## src/rtl/bcs_pkg.sv

```systemverilog
`timescale 1ns/1ps
package bcs_pkg;
    typedef enum logic [2:0] {
        OP_NOP   = 3'd0,
        OP_MODE  = 3'd1,
        OP_READ  = 3'd2,
        OP_WRITE = 3'd3,
        OP_STOP  = 3'd4
    } op_e;

    typedef enum logic [1:0] {
        ST_IDLE  = 2'd0,
        ST_READ  = 2'd1,
        ST_WRITE = 2'd2
    } st_e;

    typedef struct packed {
        logic       wr_single;
        logic [1:0] lat;
        logic       ilv;
        logic [2:0] len_code;
    } mode_t;

    localparam logic [2:0] LEN_FULL = 3'd7;
endpackage

```

## src/rtl/bcs_mode_reg.sv

```systemverilog
`timescale 1ns/1ps
module bcs_mode_reg
    import bcs_pkg::*;
(
    input  logic       clk,
    input  logic       rst_n,
    input  logic       load,
    input  logic [2:0] len_in,
    input  logic       ilv_in,
    input  logic [2:0] lat_in,
    input  logic       ws_in,
    output mode_t      mode
);
    logic len_ok;
    logic lat_ok;

    always_comb begin
        len_ok = (len_in <= 3'd3) || ((len_in == LEN_FULL) && !ilv_in);
        lat_ok = (lat_in == 3'd2) || (lat_in == 3'd3);
    end

    always_ff @(posedge clk) begin
        if (!rst_n) begin
            mode <= '{wr_single: 1'b0, lat: 2'd2, ilv: 1'b0, len_code: 3'd0};
        end else if (load && len_ok && lat_ok) begin
            mode <= '{wr_single: ws_in, lat: lat_in[1:0], ilv: ilv_in, len_code: len_in};
        end
    end
endmodule

```

## src/rtl/bcs_col_gen.sv

```systemverilog
`timescale 1ns/1ps
module bcs_col_gen
    import bcs_pkg::*;
#(
    parameter int COL_W = 9
) (
    input  logic [COL_W-1:0] start,
    input  logic [COL_W-1:0] step,
    input  logic [2:0]       len_code,
    input  logic             ilv,
    input  logic             wr_single,
    input  logic             is_wr,
    output logic [COL_W-1:0] col,
    output logic             last
);
    localparam logic [COL_W-1:0] ALL_ONES = '1;

    logic             single;
    logic             full;
    logic [COL_W-1:0] mask;

    always_comb begin
        single = is_wr && wr_single;
        full   = !single && (len_code == LEN_FULL);
        if (single)    mask = '0;
        else if (full) mask = ALL_ONES;
        else           mask = ~(ALL_ONES << len_code[1:0]);
        last = !full && (step == mask);
        if (ilv) col = start ^ (step & mask);
        else     col = (start & ~mask) | ((start + step) & mask);
    end
endmodule

```

## src/rtl/bcs_rd_pipe.sv

```systemverilog
`timescale 1ns/1ps
module bcs_rd_pipe #(
    parameter int MAX_LAT = 3
) (
    input  logic       clk,
    input  logic       rst_n,
    input  logic       issue,
    input  logic [1:0] lat,
    output logic       rd_valid
);
    logic [MAX_LAT-1:0] stage;

    always_ff @(posedge clk) begin
        if (!rst_n) stage <= '0;
        else        stage <= {stage[MAX_LAT-2:0], issue};
    end

    always_comb begin
        if (lat != 2'd0 && int'(lat) <= MAX_LAT) rd_valid = stage[lat - 2'd1];
        else                                      rd_valid = 1'b0;
    end
endmodule

```

## src/rtl/burst_col_seq.sv

```systemverilog
`timescale 1ns/1ps
module burst_col_seq
    import bcs_pkg::*;
#(
    parameter int ADDR_W  = 12,
    parameter int COL_W   = 9,
    parameter int BANK_W  = 2,
    parameter int AP_BIT  = 10,
    parameter int WS_BIT  = 9,
    parameter int MAX_LAT = 3
) (
    input  logic              clk,
    input  logic              rst_n,
    input  logic              cmd_valid,
    input  logic [2:0]        cmd_op,
    input  logic [ADDR_W-1:0] addr,
    input  logic [BANK_W-1:0] bank,
    output logic [COL_W-1:0]  col_addr,
    output logic [BANK_W-1:0] col_bank,
    output logic              col_autopre,
    output logic              burst_active,
    output logic              rd_valid
);
    st_e               state;
    st_e               state_nx;
    mode_t             mode;
    logic [COL_W-1:0]  start_q;
    logic [COL_W-1:0]  step_q;
    logic [BANK_W-1:0] bank_q;
    logic              ap_q;
    logic              last;
    logic              is_rd;
    logic              is_wr;
    logic              is_stop;
    logic              mode_load;
    logic              unused_row;

    assign unused_row = ^addr[ADDR_W-1:AP_BIT+1];

    always_comb begin
        is_rd     = cmd_valid && (op_e'(cmd_op) == OP_READ);
        is_wr     = cmd_valid && (op_e'(cmd_op) == OP_WRITE);
        is_stop   = cmd_valid && (op_e'(cmd_op) == OP_STOP);
        mode_load = cmd_valid && (op_e'(cmd_op) == OP_MODE) && (state == ST_IDLE);
    end

    bcs_mode_reg u_mode (
        .clk    (clk),
        .rst_n  (rst_n),
        .load   (mode_load),
        .len_in (addr[2:0]),
        .ilv_in (addr[3]),
        .lat_in (addr[6:4]),
        .ws_in  (addr[WS_BIT]),
        .mode   (mode)
    );

    bcs_col_gen #(.COL_W(COL_W)) u_gen (
        .start     (start_q),
        .step      (step_q),
        .len_code  (mode.len_code),
        .ilv       (mode.ilv),
        .wr_single (mode.wr_single),
        .is_wr     (state == ST_WRITE),
        .col       (col_addr),
        .last      (last)
    );

    bcs_rd_pipe #(.MAX_LAT(MAX_LAT)) u_pipe (
        .clk      (clk),
        .rst_n    (rst_n),
        .issue    (state == ST_READ),
        .lat      (mode.lat),
        .rd_valid (rd_valid)
    );

    // transitions: start-read, start-write, stop, burst-done, hold
    always_comb begin
        state_nx = state;
        unique case (state)
            ST_IDLE: begin
                if (is_rd)      state_nx = ST_READ;
                else if (is_wr) state_nx = ST_WRITE;
            end
            ST_READ, ST_WRITE: begin
                if (is_rd)                state_nx = ST_READ;
                else if (is_wr)           state_nx = ST_WRITE;
                else if (is_stop || last) state_nx = ST_IDLE;
            end
            default: state_nx = ST_IDLE;
        endcase
    end

    always_ff @(posedge clk) begin
        if (!rst_n) state <= ST_IDLE;
        else        state <= state_nx;
    end

    always_ff @(posedge clk) begin
        if (!rst_n) begin
            start_q <= '0;
            step_q  <= '0;
            bank_q  <= '0;
            ap_q    <= 1'b0;
        end else if (is_rd || is_wr) begin
            start_q <= addr[COL_W-1:0];
            step_q  <= '0;
            bank_q  <= bank;
            ap_q    <= addr[AP_BIT];
        end else if (state != ST_IDLE && !last) begin
            step_q  <= step_q + 1'b1;
        end
    end

    always_comb begin
        burst_active = (state != ST_IDLE);
        col_bank     = bank_q;
        col_autopre  = ap_q;
    end
endmodule

```

## config.mk

```make
export PLATFORM = sky130hd
export DESIGN_NAME = burst_col_seq
export DESIGN_NICKNAME = d
export VERILOG_FILES = /design/src/rtl/bcs_pkg.sv /design/src/rtl/bcs_mode_reg.sv /design/src/rtl/bcs_col_gen.sv /design/src/rtl/bcs_rd_pipe.sv /design/src/rtl/burst_col_seq.sv
export SDC_FILE = /design/constraint.sdc
export NUM_CORES = 1
export LEC_CHECK = 0
export ABC_AREA = 1
export BUFFER_PORTS_ARGS = -buffer_cell sky130_fd_sc_hd__clkbuf_2
export CORE_MARGIN = 10
export CORE_UTILIZATION = 28
export DETAILED_ROUTE_END_ITERATION = 12
export PLACE_DENSITY_LB_ADDON = 0.2
export SYNTH_ARGS = -nofsm -noshare
export SYNTH_HDL_FRONTEND = slang
export SYNTH_SLANG_ARGS = --single-unit
```

## constraint.sdc

```tcl
create_clock -name clk -period 2.89 [get_ports clk]
set_input_delay 0.578 -clock clk [delete_from_list [all_inputs] [get_ports clk]]
set_output_delay 0.578 -clock clk [all_outputs]
set_load 0.01 [all_outputs]
```

==> results of run 1 <==
==> cell type report <==
cell class,count,area [um^2]
tap,102,127.6
timing repair buffer,38,205.2
clock buffer,5,68.82
fill,852,5097
multi-input combinational,237,1356
timing repair inverter,1,5.005
clock inverter,2,35.03
inverter,44,168.9
sequential,33,663.1
==> kinds of logic after synthesis <==
family	after synthesis
simple gates	115
compound gates	87
buf+inv	51
flops	33
fa+ha+maj	24
xor+xnor	11
==> metrics by stage <==
step           utilization, %  worst slack [ns]  cells
6_report                34.04            0.1596    462
5_1_grt                 34.04          0.006298    462
4_1_cts                 33.60           0.01536    458
3_5_place_dp            32.21            0.2934    451
3_3_place_gp            32.21            0.3011    451
2_1_floorplan               -            0.6613    321
==> power groups by stage <==
stage | Combinational [uW] | Sequential, uW | Clock [uW]
2_1_floorplan | 62.7 | 485 | 0
3_3_place_gp | 106 | 487 | 0
3_5_place_dp | 106 | 487 | 0
4_1_cts | 107 | 477 | 438
5_1_grt | 121 | 479 | 460
6_report | 105 | 477 | 427
==> state kept, by name, indices dropped and copies added, names as in the netlist <==
register      flops
col_autopre       1
col_bank          2
start_q           9
state             2
step_q            9
u_mode.mode       7
u_pipe.stage      3
==> tightest hold or removal path, stage by stage (launching register included) <==
cell and delay [ns]:
dfxtp_1 0.31, nand2_1 0.06, inv_1 0.03
==> repair_timing <==
item / 4_1_cts / 5_1_grt
pin swaps: 0 / 3
setup buffers: 0 / 3
setup endpoints to repair: 2 / 7
hold buffers: 0 / 0
cloned: 0 / 1
resized for setup: 1 / 4
==> path summary, 6_finish.rpt <==
check | start | end | slack (ns) | cells past startpoint
min reg2reg | u_pipe.stage[0] | u_pipe.stage[1] | 0.44 | 2
min | u_pipe.stage[0] | u_pipe.stage[1] | 0.44 | 2
max reg2reg | state[0] | step_q[3] | 0.45 | 15
max | state[0] | col_addr[4] | 0.16 | 9
==> layer usage <==
layer / GRT usage [%] / vias up
li1: - / 1130
met1: 14.09 / 936
met2: 16.11 / 32
met3: 2.596 / 4
met4: 3.390 / 0
met5: 0 / -
==> cell usage in the layout, fill, tap and decap left out, drive strengths merged <==
master    netlist  routed
nand2          60      60
inv            43      42
a21oi          41      41
clkbuf          5      37
o21ai          36      36
nor2           33      33
dfxtp          33      33
ha             23      23
nand3          16      16
xnor2           6       6
buf             2       6
xor2            5       5
a22oi           2       2
o211ai          2       2
nor3            2       2
clkinvlp        0       2
clkinv          1       2
a21o            1       1
o22ai           1       1
o21a            1       1
and2            1       1
or2             1       1
a31oi           1       1
a211oi          1       1
a21boi          1       1
nand4           1       1
nand3b          1       1
fa              1       1
bufinv          0       1
==> impl_results.md, run 1 <==
- Startpoint types: flop
- Clock transition at path regs: 0.07 ns
- Setup repair after global routing missed its margin: no
- Largest net degree at the start of global routing: 24
- Final net count: 404
- First drt pass iteration count: 4
- Mapped Area: 2213 um^2
- Main area contributors after synthesis: dfxtp_1 30%, ha_1 13%, nand2_1 9.8%
- Routed wl met2: 2565 um
- Switching power: 249.1 uW
- Max-Cap Viols: 0
- Most used cell, CP: ha_1
- Average wire per standard cell: 12.74 um
- CTS tree: done
- Proportion of layout cells with a drive suffix above 1: 15.28%
- Max Clock Freq: 366.2 MHz
- Syn nets: 365
- Most frequent cell after synthesis: nand2_1
- Dominant synthesized flop cell: dfxtp_1
- First-pass GRT wire length: 10030 um
- Synth warn: 0
- CP arrival: 2.15 ns
- CP Data Required Time: 2.31 ns
- Ant. Diodes: 0
- Net Sw Frac: between 20% and 30%
- Post-synthesis instance total: 321
- Cell family with most CP delay: buffers and inverters
- Slew headroom: 70.25%
- Fin Hold WS: 0.4402 ns
- Clock H-tree levels: 2
- Later-pin clock latency in the skew report: 0.29 ns
- Placed cell area: 2489 um^2
- Clock Tree Buf Depth: 2
- Vias in the first global route: 2035
- Leading area contributor after synthesis: dfxtp_1
- Register area share after synthesis: about 30%
- Worst setup EP type: primary output
- Highest routed layer: met4
- Initial antenna violation count: 0
- Mux share of post-synthesis cell area: 0%
- Seq pwr share: between 40% and 50%
- Die X-Extent: about 110 um
- Status: finished clean
- Post-DRT Antenna Nets: 0
- Routability Congestion: 0.8249
- IO Count: 34
- Site Rows: 32
- Async S/R FF share, synth: 0%
- Tot Pwr: approximately 1000 uW
- Setup tns final: 0 ns
- Number of flops mapped to enable cells by yosys: 0
- Final Critical Period: 2.730 ns
- Vias: 2102
- Pwr Density: between 300 and 400 nW/um^2
- P_int: 758.9 uW
- Worst-margin pin slew: 0.4449 ns
- WP buf/inv: 3
- WS Path Type: reg -> out
- Crit-path max cell delay: about 0.35 ns
- Post-Synth Simple-Gate Area: 22.16%
- Largest family of logic cells by synthesized area: simple AND/OR/NAND/NOR gates
- Worst VDD drop: 166.2 uV
- Final instance area: 2630 um^2
- GRT Total Usage: 10.51%
- Number of synthesized register bits: 33
- DP HPWL: 4476 um
- Post-synthesis adder-cell area fraction: 13.91%
- CP max-delay cell: dfxtp_1
- Crit-path cells: inv_1 > ha_1 > nand2_1 > nand2_4 > clkinvlp_4 > ha_1 > xnor2_1 > a22oi_1 > clkbuf_2
- Hold Fails Final Rpt: 0
- Final setup viols: 0
- Logic pwr share: between 10% and 20%
- Netlist cell types: 34
- Remaining routing DRC violations: 0
- Routed WL: 5884 um
- Synth Area in XOR/XNOR: under 10%
- Post-synthesis compound-gate area fraction: 20.69%
- Die height: 108.9 um
- M1 wire length: 2999 um
- Skew final: 0.007353 ns
- Area growth, synth to finish: 18.82%
- Clk network pwr share: 42.3%
- Die area: 11860 um^2
- Hold Crit Class: reg -> reg
- Syn avg cell area: between 6 and 7 um^2
- Remaining Overflow, GRT: 0
- Leak: 0.001228 uW
- Met3 Wirelength: 257 um
- Root Buffer: clkbuf_8
- Clock sinks: 33
- Part of the cycle the worst path needs: between 90% and 100%
- TritonCTS buffer count: 5
- Iter 0 DRT Violations: 80
- PortBufs: 32
- Synth cell count leaders: 58 x nand2_1, 43 x inv_1, 41 x a21oi_1
- Top-area cell type share of the netlist area: 29.85%
- Starting Density: 28.64%
- Vias per cell: approximately 4.5
- Max-slew violations: 0
- Core outline area: between 7000 and 8000 um^2
- Critical path fanouts, max: 10
Power figures use the tool's default switching activity.
==> run 2: changes to the inputs <==
clock period = 2.55 ns   (was 2.89 ns; I/O delays follow)
==> impl_results.md, run 2 (synthesis results as in run 1) <==
- First drt pass iteration count: 4
- Hold Crit Class: reg -> reg
- First-pass GRT wire length: 10010 um
- Most frequent cells in the layout: 55 x nand2_1, 41 x inv_1, 39 x a21oi_1
- Remaining Overflow, GRT: 0
- Setup tns final: 0 ns
- Net Sw Frac: 28.32%
- Placed Cells: 460
- Setup repair after global routing missed its margin: yes
- Worst-margin pin slew: about 0.45 ns
- Startpoint types: flop
- Placed cell area: 2556 um^2
- Skew final: approximately 0.0063 ns
- Slew headroom: 70.21%
- Largest registers: start_q x9, step_q x9, u_mode.mode x7
- Final instance area: 2748 um^2
- Status: finished clean
- Proportion of layout cells with a drive suffix above 1: 22.07%
- Starting Density: 28.64%
- Pwr Density: 391.7 nW/um^2
- GRT Total Usage: about a tenth
- Clk network pwr share: 38.1%
- Clock H-tree levels: 2
- Ant. Diodes: 0
- Vias in the first global route: 2008
- Site Rows: 32
- Die X-Extent: 108.9 um
- P_int: between 700 and 800 uW
- Max-slew violations: 0
- Average wire per standard cell: 12.45 um
- Seq pwr share: 50.2%
- CP Data Required Time: 2.04 ns
- Later-pin clock latency in the skew report: 0.29 ns
- Hold buffers post-CTS: 0
- CTS tree: done
- Vias: 2108
- Clock Tree Buf Depth: 2
- DP HPWL: approximately 4600 um
- Worst VDD drop: 164.2 uV
- Fin util: 35.56%
- Die height: 108.9 um
- Routability Congestion: 0.8305
- Logic pwr share: 11.7%
- Core outline area: 7727 um^2
- Routed WL: 5837 um
- Final Critical Period: 2.477 ns
- Initial antenna violation count: 0
- WS Path Type: reg -> out
- Commonest non-fill, non-tap cell in the layout: nand2_1
- Final net count: 410
- Area growth, synth to finish: 24.14%
- Clock transition at path regs: 0.08 ns
- Final setup viols: 0
- Max-Cap Viols: 0
- TritonCTS buffer count: 5
- Hold Fails Final Rpt: 0
- Root Buffer: clkbuf_8
- CP arrival: just under 2 ns
- Worst setup EP type: primary output
- Die area: 11860 um^2
- Remaining routing DRC violations: 0
- Switching power: 304.8 uW
- Iter 0 DRT Violations: 52
- Leak: approximately 0.0013 uW
- Non-Filler Instances: 469
- Clock sinks: 33
- Critical path fanouts, max: 3
- Largest net degree at the start of global routing: 24
- Vias per cell: 4.495
- Post-DRT Antenna Nets: 0
- Part of the cycle the worst path needs: 97.15%
- PortBufs: 32
- Max Clock Freq: 403.7 MHz
- IO Count: 34
- Reg2Reg Setup Slack: roughly 0.34 ns
- Tot Pwr: 1076 uW
==> run 2: timing repair <==
| item | 4_1_cts | 5_1_grt |
|---|---|---|
| setup buffers | 0 | 1 |
| endpoints found under the hold margin | 0 | 0 |
| pin swaps | 2 | 10 |
| gates resized for setup | 6 | 26 |
| endpoints found under the setup margin | 5 | 9 |
==> run 2: critical path: stages, from the launching register on <==
cell     delay (ns)
dfxtp_4        0.37
ha_4           0.13
inv_2          0.04
fa_2           0.39
o21ai_4        0.22
nand2_2        0.09
nand3_2        0.06
nand2_1        0.04
o21ai_1        0.14
nand2_1        0.06
buf_2          0.13
==> run 2: worst paths after layout <==
check	start	to	depth (start not counted)
hold / removal	u_pipe.stage[0]	u_pipe.stage[1]	2
hold reg to reg	u_pipe.stage[0]	u_pipe.stage[1]	2
setup / recovery	start_q[0]	col_addr[6]	10
setup reg to reg	state[0]	step_q[7]	15
==> run 2: power by group through the flow <==
stage	combinational, uW	clock (uW)	sequential, uW
after CTS	124	431	539
after detailed placement	123	0	551
after global routing	145	458	542
after global placement	122	0	551
final	126	410	540
after floorplan	71.0	0	549
==> run 2: final cells by class <==
cell class | instances | area, um^2
clock buffer | 5 | 68.82
fill | 834 | 4980
clock inverter | 3 | 22.52
inverter | 44 | 165.2
timing repair buffer | 45 | 257.7
sequential | 33 | 671.9
tap | 102 | 127.6
multi-input combinational | 237 | 1434
==> run 2: layer usage <==
metal / track usage (%) / vias to the layer above / share of wire (%)
li1: - / 1143 / -
met5: 0 / - / 0
met4: 3.107 / 0 / 1.3
met1: 13.54 / 927 / 50
met2: 16.41 / 32 / 44
met3: 3.363 / 6 / 4.8
==> run 2: metrics by stage <==
stage | hold slack [ns] | setup slack [ns]
floorplan | 0.4133 | 0.3893
global placement | 0.4210 | 0.1133
detailed placement | 0.4320 | 0.09788
CTS | 0.4396 | 0.008471
global route | 0.4599 | -0.03104
finish | 0.4369 | 0.07265
==> run 3: changes to the inputs <==
ABC_AREA = 0   (was 1)
SLEW_MARGIN = 10   (was unset)
==> impl_results.md, run 3 <==
- Status: finished, violations left
- Failing checks: setup timing
- First drt pass iteration count: 4
- Async S/R FF share, synth: 0%
- Iter 0 DRT Violations: 44
- Fin Hold WS: ~0.45 ns
- Netlist cell types: 50
- Placed Cells: 404
- Cell family with most CP delay: compound AO/OA/AOI/OAI gates
- Placed cell area: 2604 um^2
- Setup repair after global routing missed its margin: yes
- Proportion of layout cells with a drive suffix above 1: 33.12%
- Top-area cell type share of the netlist area: slightly above 30%
- Hold Fails Final Rpt: 0
- Most frequent cells in the layout: 38 x nand2_1, 28 x dfxtp_1, 26 x clkbuf_2
- Final net count: 357
- Non-Filler Instances: 416
- Final setup viols: 3
- Synth Area in XOR/XNOR: 5.200%
- Fin util: 37.03%
- Pwr Density: ~360 nW/um^2
- Synth warn: 0
- Average wire per standard cell: 13.74 um
- TritonCTS buffer count: 5
- IO Count: 34
- Startpoint types: flop
- Leading area contributor after synthesis: dfxtp_1
- Clock transition at path regs: 0.08 ns
- Area growth, synth to finish: 29.31%
- Main area contributors after synthesis: dfxtp_1 30%, ha_1 13%, nand2_1 6.5%
- Number of flops mapped to enable cells by yosys: 0
- Most frequent cell after synthesis: nand2_1
- Syn nets: 300
- Fill cells: 828
- Mux share of post-synthesis cell area: 3.771%
- Number of synthesized register bits: 33
- CP arrival: 2.20 ns
- Clock sinks: 33
- Vias per cell: 4.685
- Remaining Overflow, GRT: 0
- Mapped Area: 2190 um^2
- Post-Synth Simple-Gate Area: 22.57%
- Dominant synthesized flop cell: dfxtp_1
- Starting Density: 28.63%
- Critical path fanouts, max: 2
- Switching power: about 270 uW
- Final Critical Period: 2.714 ns
- DP HPWL: between 4000 and 5000 um
- Clock Tree Buf Depth: 2
- Vias in the first global route: ~1900
- Largest net degree at the start of global routing: 24
- Worst-margin pin slew: 0.4676 ns
- Hold buffers post-CTS: 0
- Max-Cap Viols: 0
- Net Sw Frac: about 26%
- PortBufs: 32
- Post-route setup slack: -0.1642 ns
- Die area: 11760 um^2
- Crit-path cells: ha_4 > inv_2 > fa_2 > nor2b_4 > o31a_1 > buf_4 > buf_6 > o21ai_2 > nand2b_1 > xnor2_1 > a21oi_1 > buf_2
- Core outline area: 7647 um^2
- Routability Congestion: between 0.7 and 0.8
- Initial antenna violation count: 0
- Post-synthesis instance total: between 200 and 300
- Site Rows: 32
- Hold Crit Class: in -> reg
- Syn avg cell area: 8.553 um^2
- Largest family of logic cells by synthesized area: simple AND/OR/NAND/NOR gates
- Commonest non-fill, non-tap cell in the layout: nand2_1
- Root Buffer: clkbuf_8
- WS Path Type: reg -> out
- Largest registers: start_q x9, step_q x9, u_mode.mode x7
- Register area share after synthesis: 30.17%
- Remaining routing DRC violations: 0
- Ant. Diodes: 0
- Logic pwr share: 10.1%
- Post-synthesis adder-cell area fraction: roughly 14%
- Vias: 1949
- P_int: 758.7 uW
- Seq pwr share: 51.8%
- Final instance area: 2831 um^2
- Synth cell count leaders: 38 x nand2_1, 33 x dfxtp_1, 24 x nor2_1
- Worst VDD drop: 223.2 uV
- Slew headroom: between 60 and 70%
- Die height: 108.4 um
- Skew final: 0.01075 ns
- Crit-path max cell delay: 0.34 ns
- First-pass GRT wire length: about 9600 um
- Part of the cycle the worst path needs: 106.4%
- CP max-delay cell: dfxtp_2
- WP buf/inv: 4
- Clock H-tree levels: 2
- Die X-Extent: 108.4 um
- Post-synthesis compound-gate area fraction: a little over 20%
- Post-DRT Antenna Nets: 0
- Routed WL: 5715 um
- CTS tree: done
- Max-slew violations: 0
- Later-pin clock latency in the skew report: 0.29 ns
- Clk network pwr share: 38.0%
- Max Clock Freq: about 370 MHz
- GRT Total Usage: 10.23%
- Leak: approximately 0.0012 uW
- Worst setup EP type: primary output
- CP Data Required Time: between 2 and 2.5 ns
[run 3: cell count changes in the layout (fill, tap and decap cells not counted), sizes merged, moves of 6 or more]
cell,change
a21boi,+12
nor2,-9
mux2i,+6
nand2,-22
nand3,-12
a21oi,-27
nor2b,+7
nand4,+6
inv,-27
buf,+13
o21ai,-23
[run 3: cells by family (layout without fill, tap and decap cells)]
kind of cell             count (synthesis)  after routing
XOR/XNOR                                13             13
AO/OA/AOI/OAI                           60             60
flip-flops                              33             33
adder cells (fa/ha/maj)                 24             24
AND/OR/NAND/NOR                         96             96
multiplexers                             8              8
buffers and inverters                   22             80
[run 3: routing by layer]
metal / GRT usage (%) / up-vias / part of all wire (%)
li1: - / 1012 / -
met1: 13.17 / 894 / 48
met2: 16.34 / 37 / 46
met3: 2.855 / 6 / 5.2
met4: 2.825 / 0 / 1.2
met5: 0 / - / 0
[run 3: power by group through the flow]
stage,logic [uW],clock network [uW],registers (uW)
3_5_place_dp,102,0,542
6_report,104,390,531
4_1_cts,103,409,530
3_3_place_gp,102,0,542
2_1_floorplan,52.1,0,542
5_1_grt,117,428,532
[run 3: worst min-delay path, cell delays in order]
cell	delay, ns
clkbuf_2	0.08
nand2_1	0.04
a21boi_0	0.06
[run 3: layout make-up]
cell class	count	area, um^2	share of cell area (%)
clock buffer	5	68.82	2.430
clock inverter	3	17.52	0.6186
inverter	16	60.06	2.121
multi-input combinational	201	1539	54.35
sequential	33	666.9	23.55
tap	102	127.6	4.507
timing repair buffer	56	351.6	12.42
[run 3: timing repair]
action / CTS / global route
setup buffers: 1 / 3
endpoints found under the setup margin: 7 / 10
pin swaps: 10 / 10
resized for setup: 14 / 30
gates cloned: 0 / 0
[run 3: final timing paths]
path                        from              to  slack [ns]  cells past startpoint
setup / recovery       step_q[0]     col_addr[6]       -0.16                     12
hold / removal           addr[8]      start_q[8]        0.45                      3
setup reg to reg        state[0]        state[0]        0.15                     13
hold reg to reg   u_mode.mode[5]  u_mode.mode[5]        0.45                      1
[run 3: stage by stage]
step / total power [uW] / setup WS, ns / setup TNS, ns
after floorplan: 593.7 / 0.07830 / 0
after global placement: 643.5 / -0.04682 / -0.04682
after detailed placement: 643.8 / -0.03590 / -0.03590
after CTS: 1043 / -0.2729 / -0.7193
after global routing: 1077 / -0.2737 / -0.8909
final: 1024 / -0.1642 / -0.4124
